<file path="src/rtl/jdbg_pkg.sv">
package jdbg_pkg;

  localparam int IR_W   = 6;
  localparam int ADDR_W = 4;

  localparam logic [IR_W-1:0] OP_EXTEST = 6'b000000;
  localparam logic [IR_W-1:0] OP_SAMPLE = 6'b000001;
  localparam logic [IR_W-1:0] OP_IDCODE = 6'b011111;
  localparam logic [IR_W-1:0] OP_BYPASS = 6'b111111;
  localparam logic [IR_W-1:0] IR_CAPTURE_PATTERN = 6'b000001;

  typedef enum logic [3:0] {
    ST_TLR, ST_RTI,
    ST_SEL_DR, ST_CAP_DR, ST_SH_DR, ST_EX1_DR, ST_PAU_DR, ST_EX2_DR, ST_UPD_DR,
    ST_SEL_IR, ST_CAP_IR, ST_SH_IR, ST_EX1_IR, ST_PAU_IR, ST_EX2_IR, ST_UPD_IR
  } tap_state_t;

  typedef enum logic [1:0] {PATH_BSC, PATH_BYP, PATH_ID, PATH_DBG} dr_path_t;

  function automatic tap_state_t tap_next(input tap_state_t s, input logic tms);
    tap_state_t n;
    case (s)
      ST_TLR:    n = tms ? ST_TLR    : ST_RTI;
      ST_RTI:    n = tms ? ST_SEL_DR : ST_RTI;
      ST_SEL_DR: n = tms ? ST_SEL_IR : ST_CAP_DR;
      ST_CAP_DR: n = tms ? ST_EX1_DR : ST_SH_DR;
      ST_SH_DR:  n = tms ? ST_EX1_DR : ST_SH_DR;
      ST_EX1_DR: n = tms ? ST_UPD_DR : ST_PAU_DR;
      ST_PAU_DR: n = tms ? ST_EX2_DR : ST_PAU_DR;
      ST_EX2_DR: n = tms ? ST_UPD_DR : ST_SH_DR;
      ST_UPD_DR: n = tms ? ST_SEL_DR : ST_RTI;
      ST_SEL_IR: n = tms ? ST_TLR    : ST_CAP_IR;
      ST_CAP_IR: n = tms ? ST_EX1_IR : ST_SH_IR;
      ST_SH_IR:  n = tms ? ST_EX1_IR : ST_SH_IR;
      ST_EX1_IR: n = tms ? ST_UPD_IR : ST_PAU_IR;
      ST_PAU_IR: n = tms ? ST_EX2_IR : ST_PAU_IR;
      ST_EX2_IR: n = tms ? ST_UPD_IR : ST_SH_IR;
      default:   n = tms ? ST_SEL_DR : ST_RTI;
    endcase
    return n;
  endfunction

  function automatic dr_path_t decode_op(input logic [IR_W-1:0] op);
    dr_path_t p;
    if (op[IR_W-1 -: 2] == 2'b10)                 p = PATH_DBG;
    else if (op == OP_EXTEST || op == OP_SAMPLE)  p = PATH_BSC;
    else if (op == OP_IDCODE)                     p = PATH_ID;
    else                                          p = PATH_BYP;
    return p;
  endfunction

endpackage

</file>
<file path="src/rtl/jdbg_tap_fsm.sv">
module jdbg_tap_fsm
  import jdbg_pkg::*;
(
  input  logic       tck,
  input  logic       trst_n,
  input  logic       tms,
  output tap_state_t state
);

  localparam int RESET_RUN = 5;
  localparam int CNT_W = $clog2(RESET_RUN + 1);

  logic [CNT_W-1:0] tms_run;

  always_ff @(posedge tck or negedge trst_n) begin
    if (!trst_n) state <= ST_TLR;
    else         state <= tap_next(state, tms);
  end

  // consecutive TMS-high count, used only to check the reset guarantee
  always_ff @(posedge tck or negedge trst_n) begin
    if (!trst_n)                          tms_run <= '0;
    else if (!tms)                        tms_run <= '0;
    else if (tms_run != CNT_W'(RESET_RUN)) tms_run <= tms_run + 1'b1;
  end

  a_r1_five_high_reset: assert property (@(posedge tck) disable iff (!trst_n)
    (tms_run == CNT_W'(RESET_RUN)) |-> (state == ST_TLR));

  a_r1_tlr_holds: assert property (@(posedge tck) disable iff (!trst_n)
    (state == ST_TLR && tms) |=> (state == ST_TLR));

endmodule

</file>
<file path="src/rtl/jdbg_ir.sv">
module jdbg_ir
  import jdbg_pkg::*;
(
  input  logic            tck,
  input  logic            trst_n,
  input  tap_state_t      state,
  input  logic            tdi,
  output logic [IR_W-1:0] ir_q,
  output logic            ir_so
);

  logic [IR_W-1:0] ir_sr;

  always_ff @(posedge tck or negedge trst_n) begin
    if (!trst_n)                 ir_sr <= IR_CAPTURE_PATTERN;
    else if (state == ST_CAP_IR) ir_sr <= IR_CAPTURE_PATTERN;
    else if (state == ST_SH_IR)  ir_sr <= {tdi, ir_sr[IR_W-1:1]};
  end

  always_ff @(negedge tck or negedge trst_n) begin
    if (!trst_n)                 ir_q <= OP_IDCODE;
    else if (state == ST_TLR)    ir_q <= OP_IDCODE;
    else if (state == ST_UPD_IR) ir_q <= ir_sr;
  end

  assign ir_so = ir_sr[0];

  a_r3_capture_pattern: assert property (@(posedge tck) disable iff (!trst_n)
    (state == ST_CAP_IR) |=> (ir_sr == IR_CAPTURE_PATTERN));

  a_r2_idle_reset_idcode: assert property (@(posedge tck) disable iff (!trst_n)
    (state == ST_TLR && $past(state == ST_TLR)) |-> (ir_q == OP_IDCODE));

endmodule

</file>
<file path="src/rtl/jdbg_dr.sv">
module jdbg_dr
  import jdbg_pkg::*;
#(
  parameter int          DR_W    = 32,
  parameter logic [31:0] ID_CODE = 32'h1A5E_C0DF
)(
  input  logic            tck,
  input  logic            trst_n,
  input  tap_state_t      state,
  input  dr_path_t        path,
  input  logic            tdi,
  input  logic            bs_so,
  input  logic [DR_W-1:0] dbg_rdata,
  output logic            dr_so,
  output logic            dbg_wr,
  output logic [DR_W-1:0] dbg_wdata,
  output logic            bs_update
);

  logic [DR_W-1:0] wide_sr;
  logic            byp_q;
  logic            upd_q;
  logic            wide_sel;

  assign wide_sel = (path == PATH_ID) || (path == PATH_DBG);

  always_ff @(posedge tck or negedge trst_n) begin
    if (!trst_n) begin
      wide_sr <= '0;
    end else if (state == ST_CAP_DR) begin
      if (path == PATH_ID)       wide_sr <= DR_W'(ID_CODE);
      else if (path == PATH_DBG) wide_sr <= dbg_rdata;
    end else if (state == ST_SH_DR && wide_sel) begin
      wide_sr <= {tdi, wide_sr[DR_W-1:1]};
    end
  end

  always_ff @(posedge tck or negedge trst_n) begin
    if (!trst_n)                                      byp_q <= 1'b0;
    else if (state == ST_CAP_DR && path == PATH_BYP)  byp_q <= 1'b0;
    else if (state == ST_SH_DR && path == PATH_BYP)   byp_q <= tdi;
  end

  // update actions take place on the falling edge inside Update-DR
  always_ff @(negedge tck or negedge trst_n) begin
    if (!trst_n) begin
      upd_q     <= 1'b0;
      dbg_wdata <= '0;
    end else begin
      upd_q <= (state == ST_UPD_DR);
      if (state == ST_UPD_DR && path == PATH_DBG) dbg_wdata <= wide_sr;
    end
  end

  assign dbg_wr    = upd_q && (path == PATH_DBG);
  assign bs_update = upd_q && (path == PATH_BSC);

  always_comb begin
    case (path)
      PATH_BSC: dr_so = bs_so;
      PATH_BYP: dr_so = byp_q;
      default:  dr_so = wide_sr[0];
    endcase
  end

  a_r5_bypass_captures_zero: assert property (@(posedge tck) disable iff (!trst_n)
    (state == ST_CAP_DR && path == PATH_BYP) |=> (dr_so == 1'b0));

  a_r4_id_capture: assert property (@(posedge tck) disable iff (!trst_n)
    (state == ST_CAP_DR && path == PATH_ID) |=> (wide_sr == DR_W'(ID_CODE)));

endmodule

</file>
<file path="src/rtl/jdbg_tap.sv">
module jdbg_tap
  import jdbg_pkg::*;
#(
  parameter int          DR_W    = 32,
  parameter logic [31:0] ID_CODE = 32'h1A5E_C0DF
)(
  input  logic              tck,
  input  logic              trst_n,
  input  logic              tms,
  input  logic              tdi,
  output logic              tdo,
  output logic              tdo_en,
  output logic              bs_si,
  input  logic              bs_so,
  output logic              bs_capture,
  output logic              bs_shift,
  output logic              bs_update,
  output logic              bs_extest,
  output logic [ADDR_W-1:0] dbg_addr,
  output logic              dbg_rd,
  input  logic [DR_W-1:0]   dbg_rdata,
  output logic              dbg_wr,
  output logic [DR_W-1:0]   dbg_wdata
);

  tap_state_t      state;
  logic [IR_W-1:0] ir_q;
  logic            ir_so;
  logic            dr_so;
  dr_path_t        path;

  jdbg_tap_fsm u_fsm (
    .tck(tck), .trst_n(trst_n), .tms(tms), .state(state)
  );

  jdbg_ir u_ir (
    .tck(tck), .trst_n(trst_n), .state(state), .tdi(tdi),
    .ir_q(ir_q), .ir_so(ir_so)
  );

  assign path = decode_op(ir_q);

  jdbg_dr #(.DR_W(DR_W), .ID_CODE(ID_CODE)) u_dr (
    .tck(tck), .trst_n(trst_n), .state(state), .path(path), .tdi(tdi),
    .bs_so(bs_so), .dbg_rdata(dbg_rdata), .dr_so(dr_so),
    .dbg_wr(dbg_wr), .dbg_wdata(dbg_wdata), .bs_update(bs_update)
  );

  assign bs_si      = tdi;
  assign bs_capture = (state == ST_CAP_DR) && (path == PATH_BSC);
  assign bs_shift   = (state == ST_SH_DR)  && (path == PATH_BSC);
  assign bs_extest  = (ir_q == OP_EXTEST);
  assign dbg_addr   = ir_q[ADDR_W-1:0];
  assign dbg_rd     = (state == ST_CAP_DR) && (path == PATH_DBG);

  always_ff @(negedge tck or negedge trst_n) begin
    if (!trst_n) begin
      tdo    <= 1'b0;
      tdo_en <= 1'b0;
    end else begin
      tdo    <= (state == ST_SH_IR) ? ir_so : dr_so;
      tdo_en <= (state == ST_SH_IR) || (state == ST_SH_DR);
    end
  end

  a_r8_write_in_update: assert property (@(posedge tck) disable iff (!trst_n)
    dbg_wr |-> (state == ST_UPD_DR));

  a_r10_enable_in_shift: assert property (@(posedge tck) disable iff (!trst_n)
    tdo_en |-> (state == ST_SH_IR || state == ST_SH_DR));

  a_r9_strobes_exclusive: assert property (@(posedge tck) disable iff (!trst_n)
    $onehot0({bs_capture, bs_shift, dbg_rd}));

endmodule

</file>
<file path="config.mk">
export PLATFORM = sky130hd
export DESIGN_NAME = jdbg_tap
export DESIGN_NICKNAME = d
export VERILOG_FILES = /design/src/rtl/jdbg_pkg.sv /design/src/rtl/jdbg_tap_fsm.sv /design/src/rtl/jdbg_ir.sv /design/src/rtl/jdbg_dr.sv /design/src/rtl/jdbg_tap.sv
export SDC_FILE = /design/constraint.sdc
export NUM_CORES = 1
export LEC_CHECK = 0
export ABC_AREA = 1
export BUFFER_PORTS_ARGS = -buffer_cell sky130_fd_sc_hd__buf_2
export CELL_PAD_IN_SITES_DETAIL_PLACEMENT = 2
export CELL_PAD_IN_SITES_GLOBAL_PLACEMENT = 2
export CORE_MARGIN = 5
export CORE_UTILIZATION = 30
export CTS_CLUSTER_DIAMETER = 60
export DETAILED_ROUTE_END_ITERATION = 8
export PLACE_DENSITY = 0.73
export RECOVER_POWER = 100
export SYNTH_ARGS = -nofsm -noshare
export SYNTH_HDL_FRONTEND = slang
export SYNTH_SLANG_ARGS = --single-unit
</file>
<file path="constraint.sdc">
create_clock -name tck -period 1.64 [get_ports tck]
set_clock_uncertainty 0.2 [all_clocks]
set_input_delay 0.164 -clock tck [delete_from_list [all_inputs] [get_ports tck]]
set_output_delay 0.164 -clock tck [all_outputs]
set_load 0.01 [all_outputs]
</file>
==> results.cfg, run 1 <==
[clock_network]
htree_levels = 3
cts_num_sinks = 84
cts_max_path_buffers = 2
cts_made_buffers = 9
cts-root-buf = clkbuf_16

[synth]
synth_seq_cells = 84
synth_flop_cell = dfrtp_1
avgSynthCellArea_um2 = 9.10
synth-xor-area-share_pct = 0
synth_top_family_by_area = compound AO/OA/AOI/OAI gates
synth_top_area_share_pct = 25.9
ys_async_sr_fraction_pct = 100
synth_edf_count = 0
syn_nets = 483
synthAdderAreaFrac_pct = 0
synth_area_mm2 = 0.00406
yosys.area_share.simple_pct = 18.1
yosysTopAreaCell = dfrtp_1
synth-compound-area-share_pct = 18.3
synthCells = 446
yosysWarnings = 0
synthMuxAreaShare_pct = 0
seq_area_frac_synth_pct = 52.0
synth.area.top_cells = dfrtp_1 26%, dfrtn_1 22%, nand2_1 8.6%, o21ai_2 6.3%, inv_1 5.3%
ys_types = 31

[run_status]
lastStage = global routing
error_line = [ERROR DPL-0033] detailed placement checks failed during check placement.
status = did not finish

[placed_design]
pre_cts_slack_ns = -0.846
place_area_mm2 = 0.00546
place_congestion = 0.818
place.port_buffers = 81
dp_hpwl_um = 10500

[floorplanning]
io_pins = 82
rows = 42
start_util_pct = 30.7
die_w_um = 126
die_h_um = 126

[global_routing]
antenna_found_initial = 0
grt_max_degree = 50

[timing]
worst_endpoint = bs_update
endpoint_type = output port
cells in the mapped netlist (all sizes together) (5+ instances only):
cell	number
dfrtp	42
a21oi	5
dfstp	6
dfrtn	36
nand4	7
o21ai	90
nand2	102
nor2	25
inv	59
buf	23
nand3	22
o22ai	22
cell families after synthesis:
| group | after synthesis |
|---|---|
| buf+inv | 84 |
| compound gates | 120 |
| flops | 84 |
| simple gates | 158 |
metrics by stage:
step / TNS, ns / cells
floorplan: -53.77 / 446
global placement: -57.67 / 783
detailed placement: -62.78 / 783
CTS: -87.45 / 880
repair_timing:
item	CTS
setup endpoints to repair	122
pin swaps	14
gates cloned	7
hold buffers	26
hold endpoints to repair	70
gates resized for setup	112
buffers inserted	47
==> run 2: changes to the inputs <==
--- a/config.mk
+++ b/config.mk
@@ -7,13 +7,10 @@
 export LEC_CHECK = 0
 export ABC_AREA = 1
 export BUFFER_PORTS_ARGS = -buffer_cell sky130_fd_sc_hd__buf_2
-export CELL_PAD_IN_SITES_DETAIL_PLACEMENT = 2
-export CELL_PAD_IN_SITES_GLOBAL_PLACEMENT = 2
 export CORE_MARGIN = 5
-export CORE_UTILIZATION = 30
-export CTS_CLUSTER_DIAMETER = 60
+export CORE_UTILIZATION = 25
 export DETAILED_ROUTE_END_ITERATION = 8
-export PLACE_DENSITY = 0.73
+export PLACE_DENSITY_LB_ADDON = 0.15
 export RECOVER_POWER = 100
 export SYNTH_ARGS = -nofsm -noshare
 export SYNTH_HDL_FRONTEND = slang
==> constraint.sdc (replaced) <==
create_clock -name tck -period 2.15 [get_ports tck]
set_clock_uncertainty 0.2 [all_clocks]
set_input_delay 0.215 -clock tck [delete_from_list [all_inputs] [get_ports tck]]
set_output_delay 0.215 -clock tck [all_outputs]
set_load 0.01 [all_outputs]
==> results.cfg, run 2 <==
[run_status]
status = complete, but fails checks
violations = setup timing

[synth]
synth_top_area_share_pct = 25.9
syn_nets = 483
avgSynthCellArea_um2 = 9.10
seq_area_frac_synth_pct = 52.0
ys_types = 31
yosysWarnings = 0
yosysTopAreaCell = dfrtp_1
netlist_top_cells_count = 93 x nand2_1, 57 x inv_1, 42 x dfrtp_1
yosysMostFrequentCell = nand2_1
synth_edf_count = 0
synth.area.top_cells = dfrtp_1 26%, dfrtn_1 22%, nand2_1 8.6%, o21ai_2 6.3%, inv_1 5.3%
ys_async_sr_fraction_pct = 100
synth_area_mm2 = 0.00406
synth_seq_cells = 84
synthCells = 446
synth_flop_cell = dfrtp_1

[floorplanning]
die_area_mm2 = 0.0189
die_w_um = 137
io_pins = 82
start_util_pct = 25.6
rows = 46
die_h_um = 137
core-area_mm2 = 0.0159

[routing]
wl_per_cell_um = 14.0
drtIter0Drc = 208
vias_per_cell = 4.32
drt-total-wl_um = 12100
drc = 0
first_pass_iters = 4
antenna_left = 0
vias = 3746

[global_routing]
grt_max_degree = 42
grt_pass1_wl_um = 18600
grt_pass1_vias = 3595
antenna_found_initial = 0
overflow = 0
grt_usage_pct = 12.8

[timing]
fin_worst_hold_slack_ns = 0.00375
setup_viol = 157
hold_viol_final = 0
rsz0062_at_grt = true
drv_slew = 0
setup_slack_ns = -0.726
worstMarginPinSlew_ns = 0.589
maxSlewHeadroom_pct = 60.7

[critical_path]
required_ns = 1.74
crit_type = reg2out
crit_cells = 5
worst_setup_path_end_kind = output pin
cp_num_buf_inv = 3
start_kind = flip-flop
r2r-end = u_dr.wide_sr[7]
reg2reg_setup_slack_ns = -0.70
crit_path_top_delay_cell = dfstp_2
rr_worst_depth = 7
arrival_ns = 2.46
max_stage_delay_ns = 0.53
crit_family = flip-flops
r2r_start = u_ir.ir_q[4]
cp_max_fo = 5
crit_chain = inv_2 > buf_6 > nand3_4 > nor2_2 > buf_2

[power_and_ir_drop]
power.total_mw = 8.51
clkPwrFrac_pct = 21.1
switching_share_pct = 38.5
power_frac_comb_pct = 50.9
vdd_drop_max_mv = 0.646
p_int_mw = 5.23
pwr-share-seq_pct = 28.1
power.leakage_nw = 3.19
power_density_mw_per_mm2 = 1290
netSwitchingPower_mw = 3.28

[clock_network]
cts-root-buf = clkbuf_16
cts_made_buffers = 9
clkSlewWorstSetupHoldPaths_ns = 0.07
cts_num_sinks = 84
htree_levels = 3
clock_latency_ns = 0.39
cts_max_path_buffers = 2
cts_tree = built

[cells_and_area]
final_cell_mix = 69 x buf_2, 68 x buf_4, 56 x inv_1, 54 x nand2_1, 41 x o21ai_2
drive_gt1_share_pct = 49.8
top_regs = u_dr.dbg_wdata (32), u_dr.wide_sr (32)
seq_area_mm2 = 0.00211
multi_input_area_mm2 = 0.00186
diodes = 0
final_common_cell = buf_2
areaGrowthSynthToFinish_pct = 62.3
fin_nets = 684
n_fill_cell = 1629

[min_path]
hold_end = u_dr.wide_sr[17]
worstHoldStart = dbg_rdata[17]
worstHoldPathCells = 3
min_path_type = in2reg

[job]
cap_viol_max_count = 0

[placed_design]
dp_hpwl_um = 8340
place_congestion = 0.794
place.port_buffers = 81
run 2: cell counts after synthesis:
No cell type changed its count.
run 2: cells by family after synthesis:
group                  share of synthesized area (%)
AOI/OAI and AO/OA                               18.3
buffers and inverters                           11.6
DFF                                             52.0
and+or+nand+nor                                 18.1
run 2: power by group through the flow:
| stage | clock [mW] | combinational (mW) | sequential [mW] |
|---|---|---|---|
| after floorplan | 0.0173 | 2.44 | 2.41 |
| after global placement | 0.0173 | 3.47 | 2.38 |
| after detailed placement | 0.0173 | 3.51 | 2.38 |
| after CTS | 1.83 | 4.23 | 2.37 |
| after global routing | 1.90 | 4.76 | 2.43 |
| final | 1.79 | 4.33 | 2.39 |
run 2: timing repair:
action,in CTS,in global routing
gates cloned,3,3
pin swaps,9,8
hold buffers,15,0
setup buffers,43,20
endpoints found under the hold margin,42,0
resized for setup,58,62
setup endpoints to repair,117,117
run 2: stage by stage:
step	utilization [%]	area [um^2]	cells	worst slack (ns)	TNS, ns
after floorplan	-	4160	446	-0.511	-33.06
after CTS	39.1	6200	849	-0.741	-53.85
after global placement	31.8	5060	769	-0.526	-36.25
final	41.5	6590	868	-0.726	-69.76
after detailed placement	31.8	5060	769	-0.540	-36.49
after global routing	41.5	6590	868	-0.777	-85.47
run 2: worst max path at each step:
stage | from | endpoint
3_5_place_dp | u_ir.ir_q[3] | u_dr.wide_sr[5]
6_report | u_ir.ir_q[4] | bs_capture
2_1_floorplan | u_ir.ir_q[3] | u_dr.wide_sr[24]
3_3_place_gp | u_ir.ir_q[3] | u_dr.wide_sr[5]
5_1_grt | u_ir.ir_q[4] | u_dr.wide_sr[22]
4_1_cts | u_ir.ir_q[4] | bs_extest
run 2: final cells by class:
| class | instances | share of cell area, % |
|---|---|---|
| Clock inverter | 9 | 1.46 |
| Multi-Input combinational cell | 278 | 28.2 |
| Clock buffer | 12 | 3.91 |
| Tap cell | 216 | 4.10 |
| Sequential cell | 84 | 32.0 |
| Timing Repair Buffer | 210 | 26.6 |
| Inverter | 59 | 3.76 |
run 2: worst min-delay path, stage by stage:
cell and delay, ns:
buf_2 0.08, o22ai_1 0.08, o21ai_1 0.13
run 2: per-layer routing:
layer	vias to the layer above	global-route usage, %	part of all wire [%]
met5	-	0	0
met4	0	5.60	1.8
met3	12	2.19	5.1
met2	85	20.9	50
met1	1779	16.7	43
li1	1870	-	-
No activity file was read; power rests on OpenSTA's default activity.
==> run 3: changes to the inputs <==
--- a/config.mk
+++ b/config.mk
@@ -12,6 +12,7 @@
 export DETAILED_ROUTE_END_ITERATION = 8
 export PLACE_DENSITY_LB_ADDON = 0.15
 export RECOVER_POWER = 100
+export REMOVE_ABC_BUFFERS = 1
 export SYNTH_ARGS = -nofsm -noshare
 export SYNTH_HDL_FRONTEND = slang
 export SYNTH_SLANG_ARGS = --single-unit
==> results.cfg, run 3 (synthesis results as in run 2) <==
[run_status]
status = complete, but fails checks
violations = hold timing, setup timing

[global_routing]
grt_pass1_vias = 3962
overflow = 0
grt_pass1_wl_um = 21000
grt_max_degree = 28
antenna_found_initial = 0
grt_usage_pct = 14.6

[critical_path]
rr_worst_depth = 10
arrival_ns = 2.45
crit_chain = buf_6 > nor2_4 > nand3_4 > nor2_2 > buf_2
crit_cells = 5
crit_type = reg2out
max_stage_delay_ns = 0.36
cp_max_fo = 5
required_ns = 1.74
crit_path_top_delay_cell = dfstp_2
crit_family = simple AND/OR/NAND/NOR gates
worst_setup_path_end_kind = output pin
start_kind = flip-flop
cp_num_buf_inv = 2

[power_and_ir_drop]
power_density_mw_per_mm2 = 1330
power.total_mw = 9.03
vdd_drop_max_mv = 0.852
power.leakage_nw = 3.31

[clock_network]
cts_made_buffers = 9
clkSlewWorstSetupHoldPaths_ns = 0.06
clock_latency_ns = 0.39
cts_max_path_buffers = 2
cts-root-buf = clkbuf_16
cts_tree = built
cts_num_sinks = 84
htree_levels = 3

[cells_and_area]
areaGrowthSynthToFinish_pct = 66.6
fin_nets = 702
finish.utilization_pct = 42.6
final_cell_mix = 73 x buf_2, 71 x buf_4, 62 x nand2_1, 58 x inv_1, 41 x dfrtp_1
diodes = 0
drive_gt1_share_pct = 48.5
top_regs = u_dr.dbg_wdata (32), u_dr.wide_sr (32)
final_cells = 886
final_common_cell = buf_2

[floorplanning]
die_area_mm2 = 0.0189
die_h_um = 137
rows = 46
start_util_pct = 25.6
core-area_mm2 = 0.0159
io_pins = 82
die_w_um = 137

[placed_design]
dp_hpwl_um = 8320
dp_cells = 763
place_congestion = 0.819
pre_cts_slack_ns = -0.595
place.port_buffers = 81

[timing]
setup_viol = 159
setup_slack_ns = -0.711
rsz0062_at_grt = true
drv_slew = 0
worstMarginPinSlew_ns = 0.970
maxSlewHeadroom_pct = 35.4
fin_worst_hold_slack_ns = -0.000336
hold_viol_final = 1

[routing]
antenna_left = 0
drtIter0Drc = 222
vias_per_cell = 4.30
first_pass_iters = 4
drt-total-wl_um = 12900
drc = 0
vias = 3813
wl_per_cell_um = 14.6

[job]
cap_viol_max_count = 0

[min_path]
min_path_type = in2reg
worstHoldPathCells = 3
==> run 3: final timing paths <==
path,from,endpoint,slack (ns)
worst max-delay path,u_ir.ir_q[1],bs_extest,-0.71
max in group asynchronous,trst_n,u_dr.dbg_wdata[1],-0.26
worst min-delay path,tdi,u_ir.ir_sr[5],-0.0003
worst min register to register,u_dr.dbg_wdata[28],u_dr.dbg_wdata[28],0.24
min in group asynchronous,trst_n,u_fsm.state[3],0.35
worst max register to register,u_ir.ir_q[1],u_dr.byp_q,-0.68
==> run 3: per-stage QoR <==
step                area, um^2  setup TNS, ns
floorplan                 3820         -47.60
global placement          4920         -39.84
detailed placement        4920         -39.98
CTS                       6420         -55.55
global route              6770         -80.94
finish                    6770         -65.53
==> run 3: power breakdown <==
part	leakage (nW)	switching, mW	internal, mW
registers	1.10	0.282	2.10
clock network	0.180	0.708	1.04
logic	2.03	2.54	2.36
total	3.31	3.53	5.50
==> run 3: area by class of cell <==
class,count,area (um^2)
fillers,1607,9120
flip-flops and latches,84,2110
repair buffers,225,1970
multi-input cells,278,1780
well taps,216,270
inverters,59,250
clock buffers,10,229
clock inverters,11,113
repair inverters,3,48.8
==> run 3: what timing repair did <==
action,CTS,global route
hold endpoints to repair,44,0
setup buffers,50,22
gates cloned,10,3
setup endpoints to repair,118,118
pin swaps,17,17
gates resized for setup,102,49
hold buffers,21,0
==> run 3: routing by layer <==
metal / GRT usage (%) / vias up / wire (um)
met5: 0 / - / 0
met4: 5.32 / 0 / 236
met3: 2.37 / 16 / 376
met2: 23.8 / 64 / 6470
met1: 19.4 / 1817 / 5860
li1: - / 1916 / -
==> run 3: worst register-to-register path: cells and delay by family (launching register included) <==
| kind | cells | cell delay, ns |
|---|---|---|
| buffers and inverters | 5 | 0.57 |
| AND/OR/NAND/NOR | 4 | 0.42 |
| flip-flops | 1 | 0.36 |
| AO/OA/AOI/OAI | 1 | 0.07 |
